==> src/rtl/tisar_pkg.sv <==
`timescale 1ns/1ps
package tisar_pkg;
  localparam int FRAME_LEN = 16;
  localparam int PH_W      = $clog2(FRAME_LEN);
  localparam int CODE_W    = 9;

  typedef logic [PH_W-1:0]   phase_t;
  typedef logic [CODE_W-1:0] code_t;

  localparam phase_t PH_ZERO      = phase_t'(0);
  localparam phase_t PH_AZERO     = phase_t'(1);
  localparam phase_t PH_ACAL      = phase_t'(2);
  localparam phase_t PH_SAMPLE    = phase_t'(3);
  localparam phase_t PH_SAR_FIRST = phase_t'(4);
  localparam phase_t PH_SAR_LAST  = phase_t'(4 + CODE_W - 1);
  localparam phase_t PH_XFER      = phase_t'(FRAME_LEN - 1);
  localparam code_t  MID_CODE     = code_t'(1) << (CODE_W - 1);

  // Step a slice holds while reset is asserted.
  function automatic phase_t reset_phase(int k);
    return phase_t'((FRAME_LEN - (k % FRAME_LEN)) % FRAME_LEN);
  endfunction

  function automatic logic in_search(phase_t p);
    return (p >= PH_SAR_FIRST) && (p <= PH_SAR_LAST);
  endfunction

  // Bit tested in search step p.
  function automatic int trial_bit(phase_t p);
    return CODE_W - 1 - (int'(p) - int'(PH_SAR_FIRST));
  endfunction

  // One binary-search step: drop the tested bit on a low decision, set the next bit.
  function automatic code_t sar_step(code_t c, int b, logic keep);
    code_t r;
    r = c;
    if (!keep) r[b] = 1'b0;
    if (b > 0) r[b-1] = 1'b1;
    return r;
  endfunction
endpackage

==> src/rtl/tisar_phase_gen.sv <==
`timescale 1ns/1ps
module tisar_phase_gen import tisar_pkg::*; (
  input  logic                         clk,
  input  logic                         rst,
  output phase_t [FRAME_LEN-1:0]       phase
);
  always_ff @(posedge clk) begin
    for (int k = 0; k < FRAME_LEN; k++) begin
      if (rst) phase[k] <= reset_phase(k);
      else     phase[k] <= phase[k] + 1'b1;
    end
  end

  // Neighbouring slices stay exactly one step apart.
  for (genvar k = 0; k < FRAME_LEN - 1; k++) begin : g_offs
    p_neighbour_offset_r4: assert property (@(posedge clk) disable iff (rst)
      phase[k+1] == phase_t'(phase[k] - 1'b1));
  end
endmodule

==> src/rtl/tisar_slice_sar.sv <==
`timescale 1ns/1ps
module tisar_slice_sar import tisar_pkg::*; (
  input  logic   clk,
  input  logic   rst,
  input  phase_t phase,
  input  logic   cmp,
  output code_t  trial,
  output logic   armed
);
  logic searching;
  logic reload;
  int   bit_idx;

  assign searching = in_search(phase);
  assign reload    = (phase == PH_XFER);
  assign bit_idx   = trial_bit(phase);

  always_ff @(posedge clk) begin
    if (rst) begin
      trial <= MID_CODE;
      armed <= 1'b0;
    end else begin
      if (searching)   trial <= sar_step(trial, bit_idx, cmp);
      else if (reload) trial <= MID_CODE;
      if (phase == PH_SAMPLE) armed <= 1'b1;
    end
  end

  p_mid_at_start_r5: assert property (@(posedge clk) disable iff (rst)
    (phase == PH_SAR_FIRST) |-> (trial == MID_CODE));

  p_hold_settle_r8: assert property (@(posedge clk) disable iff (rst)
    (phase == phase_t'(PH_SAR_LAST + 1'b1)) |=> $stable(trial));
endmodule

==> src/rtl/tisar_xfer_mux.sv <==
`timescale 1ns/1ps
module tisar_xfer_mux import tisar_pkg::*; (
  input  logic [FRAME_LEN-1:0]  xfer_stb,
  input  logic [FRAME_LEN-1:0]  armed,
  input  code_t [FRAME_LEN-1:0] trial,
  output logic                  valid,
  output code_t                 code,
  output phase_t                slice
);
  always_comb begin
    valid = 1'b0;
    code  = '0;
    slice = '0;
    for (int k = 0; k < FRAME_LEN; k++) begin
      if (xfer_stb[k]) begin
        valid = armed[k];
        slice = phase_t'(k);
        if (armed[k]) code = trial[k];
      end
    end
  end
endmodule

==> src/rtl/tisar_sequencer.sv <==
`timescale 1ns/1ps
module tisar_sequencer import tisar_pkg::*; #(
  parameter int CAL_CYCLES = 10000
) (
  input  logic                        clk,
  input  logic                        rst,
  input  logic [FRAME_LEN-1:0]        cmp_bit,
  output logic [FRAME_LEN-1:0]        zero_stb,
  output logic [FRAME_LEN-1:0]        azero_stb,
  output logic [FRAME_LEN-1:0]        acal_stb,
  output logic [FRAME_LEN-1:0]        samp_stb,
  output logic [FRAME_LEN-1:0]        xfer_stb,
  output logic [FRAME_LEN*CODE_W-1:0] trial_bus,
  output logic                        res_valid,
  output logic [CODE_W-1:0]           res_code,
  output logic [PH_W-1:0]             res_slice,
  output logic                        calibrated
);
  localparam int CNT_W = $clog2(CAL_CYCLES + 1);

  phase_t [FRAME_LEN-1:0] phase;
  code_t  [FRAME_LEN-1:0] trial;
  logic   [FRAME_LEN-1:0] armed;
  logic   [CNT_W-1:0]     cal_cnt;

  tisar_phase_gen u_phase (.clk(clk), .rst(rst), .phase(phase));

  for (genvar k = 0; k < FRAME_LEN; k++) begin : g_slice
    tisar_slice_sar u_sar (
      .clk(clk), .rst(rst), .phase(phase[k]), .cmp(cmp_bit[k]),
      .trial(trial[k]), .armed(armed[k])
    );
  end

  always_comb begin
    for (int k = 0; k < FRAME_LEN; k++) begin
      zero_stb[k]  = !rst && (phase[k] == PH_ZERO);
      azero_stb[k] = !rst && (phase[k] == PH_AZERO);
      acal_stb[k]  = !rst && (phase[k] == PH_ACAL);
      samp_stb[k]  = !rst && (phase[k] == PH_SAMPLE);
      xfer_stb[k]  = !rst && (phase[k] == PH_XFER);
    end
  end

  assign trial_bus = trial;

  tisar_xfer_mux u_xfer (
    .xfer_stb(xfer_stb), .armed(armed), .trial(trial),
    .valid(res_valid), .code(res_code), .slice(res_slice)
  );

  always_ff @(posedge clk) begin
    if (rst)                                  cal_cnt <= '0;
    else if (cal_cnt != CNT_W'(CAL_CYCLES))   cal_cnt <= cal_cnt + 1'b1;
  end
  assign calibrated = (cal_cnt == CNT_W'(CAL_CYCLES));

  p_single_sample_r3: assert property (@(posedge clk) disable iff (rst)
    $countones(samp_stb) == 1);

  p_valid_owner_r7: assert property (@(posedge clk) disable iff (rst)
    res_valid |-> xfer_stb[res_slice]);

  p_cal_sticky_r9: assert property (@(posedge clk) disable iff (rst)
    calibrated |=> calibrated);

  p_zero_onehot_r2: assert property (@(posedge clk) disable iff (rst)
    $countones(zero_stb) == 1);
endmodule

==> config.mk <==
export PLATFORM = sky130hd
export DESIGN_NAME = tisar_sequencer
export DESIGN_NICKNAME = d
export VERILOG_FILES = /design/src/rtl/tisar_pkg.sv /design/src/rtl/tisar_phase_gen.sv /design/src/rtl/tisar_slice_sar.sv /design/src/rtl/tisar_xfer_mux.sv /design/src/rtl/tisar_sequencer.sv
export SDC_FILE = /design/constraint.sdc
export NUM_CORES = 1
export LEC_CHECK = 0
export ABC_AREA = 0
export BUFFER_PORTS_ARGS = -buffer_cell sky130_fd_sc_hd__buf_2
export CAP_MARGIN = 20
export CORE_MARGIN = 2
export CORE_UTILIZATION = 45
export DETAILED_ROUTE_END_ITERATION = 8
export PLACE_DENSITY = 0.62
export SYNTH_ARGS = -nofsm -noshare
export SYNTH_HDL_FRONTEND = slang
export SYNTH_HIERARCHICAL = 1
export SYNTH_SLANG_ARGS = --single-unit
==> constraint.sdc <==
create_clock -name clk -period 4 [get_ports clk]
set_clock_uncertainty 0.1 [all_clocks]
set_input_delay 0.2 -clock clk [delete_from_list [all_inputs] [get_ports clk]]
set_output_delay 0.2 -clock clk [all_outputs]
set_load 0.05 [all_outputs]
==> results.md <==
* Status: complete, no violations
* Power per cell area at 357 nW/um2
* Number of distinct library cells after synthesis at 82
* EDFF count, synth at 0
* IO Count at 257
* # H-tree levels at 1
* RSZ-0062 raised after global routing: no
* TritonCTS clock tree: yes
* Yosys top cell area share at 22.5%
* Arr. time, crit path at 3600 ps
* Logic pwr share at 36.4%
* Switching part of the total at 40.3%
* Setup bufs post-CTS at 0
* WL final at 74100 um
* Crit start category: input port
* Die area at 48700 um2
* Internal power at 5.09 mW
* Post-DP HPWL at 56200 um
* Syn Area/Cell at 8.26 um2
* Largest net degree at the start of global routing at 68
* Warnings, synthesis at 6
* Post-route DRC at 0
* TNS Setup at 0 ps
* Synthesized area at 21100 um2
* Sequential share of power at 32.3%
* Async SR Flop Fraction at 0%
* Avg WL per Cell at 21.7 um
* Core area at 46500 um2
* Die width at 221 um
* Final antenna-violating net count at 0
* CP cell instances: dlygate4sd3_1 > buf_6 > buf_4 > nand2b_1 > nor2_1 > and2_1 > a21oi_1 > o311a_1 > a2111oi_2 > o221a_1 > buf_2
* Post-synthesis cell count at 2561
* Reg2reg setup slack at 970 ps
* Area contributors post-synth: dfxtp_1 23%, ha_1 11%, o32ai_1 5.0%
* First-pass GRT wire length at 113000 um
* Mapped Nets at 2773
* Initial core utilization at 45.5%
* Post-synth top area cell: dfxtp_1
* Critical Path End Type: output port
* VDD IR-drop max at 272 uV
* PortBufs at 256
* Vias in the first global route at 19592
* P_sw at 3.44 mW
* Clock buffer depth at 3
* Via density at 6.34
* Chip height at 221 um
* Max Fclk at 0.256 GHz
* Static Leakage at 9.30 nW
* Slowest-stage cell, CP: dlygate4sd3_1
* Final Max Slew Viols at 0
* Worst Path Required at 3700 ps
* Setup CP Type: input port to output port
* Worst-path clk slew at 60 ps
* Post-synthesis sequential area ratio at 22.5%
* Slew HR at 47.2%
* Total of max-cap violations at 0
* Period utilisation layout at 97.6%
* Aggregate global-route resource usage at 29.0%
* Slowest stage delay, CP at 550 ps
* Slew at the pin closest to its max-slew limit at 790 ps
* Final Critical Period at 3900 ps
* Clock Latency Late Sink at 590 ps
* Setup violators final at 0
* CTS Sinks at 238
* Final Wtd Congestion at 0.955
* Cts bufs inserted at 30
* Synth Flop Type: dfxtp_1
* Share of cells above drive strength 1 at 15.7%
* Final non-filler cell total at 3413
* Pwr Total at 8.52 mW
* Nets@finish at 3000
* Root buf cell: clkbuf_16
* DR iter-0 viols at 1825
* Placement row count at 79
* Total number of vias at 21643
* Number of instances in the placed design at 3346
* Grt ovf at 0
* DR pass1 iterations at 7
* Clk pwr share at 31.3%
* Initial antenna violation count at 0
* Worst-path maximum fanout at 46
* Fin. Hold Viols at 0
* Area grow syn2layout at 13.0%
* Synth Register Bits at 238
* Worst hold path class: flip-flop to flip-flop
cell usage in the layout (no fill, tap or decap), types with 32 or more instances in the layout:
master / netlist / layout
ha_1: 194 / 194
nand2_1: 78 / 78
buf_2: 41 / 254
o32ai_1: 120 / 120
o22ai_1: 32 / 32
or3b_1: 45 / 45
dfxtp_1: 238 / 236
nand2b_1: 93 / 93
inv_1: 259 / 259
nor2b_1: 35 / 35
nand3_1: 121 / 121
a2111oi_0: 107 / 107
a21oi_1: 73 / 73
buf_4: 4 / 52
xnor2_1: 38 / 38
o211ai_1: 70 / 70
nor2_1: 158 / 155
nor3_1: 114 / 114
cell usage after synthesis, types with 24 or more instances:
master / n
ha_1: 194
nand3_1: 121
buf_2: 41
a211oi_1: 30
o2111ai_1: 31
o21ai_1: 31
or3b_1: 45
dfxtp_1: 238
o22ai_1: 32
and3_1: 26
nand2b_1: 93
clkbuf_1: 30
a211o_1: 30
o211ai_1: 70
o221ai_1: 26
and2_1: 24
inv_1: 259
xnor2_1: 38
a21oi_1: 73
o32ai_1: 120
nand2_1: 78
nor2b_1: 35
nor2_1: 158
a2111oi_0: 107
nor3_1: 114
buf_6: 35
layer usage:
layer	part of all wire, %	vias to the layer above	global-route usage [%]
met1	43	10294	38.8
met5	0	-	0
li1	-	10312	-
met3	7.1	169	4.73
met4	5.1	0	14.2
met2	44	868	45.3
kinds of logic (layout without fill, tap and decap cells):
kind of cell	after synthesis	count (layout)	share of synthesized area, %
adders and majority gates	194	194	11.5
buffers and inverters	390	634	8.54
xor gates and xnor gates	54	54	2.24
DFF	238	238	22.5
muxes	28	28	1.76
other	0	1	0
AOI/OAI and AO/OA	790	790	30.3
and+or+nand+nor	867	867	23.1
state kept, by name, indices dropped and copies added (netlist names):
signal               count
cal_cnt                 14
u_phase/phase           64
g_slice.u_sar/armed     16
g_slice.u_sar/trial    144
worst max-delay path: cells and delay by family:
family / cells / cell delay (ps)
AOI/OAI and AO/OA: 4 / 990
buffers and inverters: 4 / 1350
and+or+nand+nor: 3 / 1030
what timing repair did:
item / 4_1_cts / 5_1_grt
hold buffers: 17 / 0
setup endpoints to repair: 0 / 9
resized for setup: 0 / 5
hold endpoints to repair: 26 / 0
worst paths after layout:
path         cells past startpoint         startpoint                         to
max                             11                rst                res_code[2]
min                              2        cal_cnt[12]                cal_cnt[12]
max reg2reg                      7  u_phase/phase[38]  g_slice[9].u_sar/trial[5]
min reg2reg                      2        cal_cnt[12]                cal_cnt[12]
power by group through the flow:
stage          Sequential, mW  Clock (mW)  Combinational (mW)
2_1_floorplan            2.95           0                2.20
3_3_place_gp             2.79           0                2.96
3_5_place_dp             2.80           0                3.02
4_1_cts                  2.74        2.73                3.05
5_1_grt                  2.77        2.81                3.37
6_report                 2.75        2.67                3.11
through the flow:
| step | setup slack [ps] | hold WS, ps | utilization (%) | cell area (um2) |
|---|---|---|---|---|
| 6_report | 95.2 | 391 | 51.5 | 23900 |
| 5_1_grt | 3.39 | 403 | 51.4 | 23900 |
| 4_1_cts | 81.9 | 368 | 51.4 | 23900 |
| 3_5_place_dp | 684 | 370 | 49.0 | 22800 |
| 3_3_place_gp | 773 | 365 | 49.0 | 22800 |
| 2_1_floorplan | 393 | 172 | - | 21100 |
cell type report:
cell class                 instances  area (um2)
fill                            4497       22600
multi-input combinational       1933       14600
sequential                       238        4770
timing repair buffer             326        1880
inverter                         259         972
clock buffer                      45         877
tap                              607         759
clock inverter                     4        56.3
antenna                            1        2.50
(Power assumes the default switching activity.)
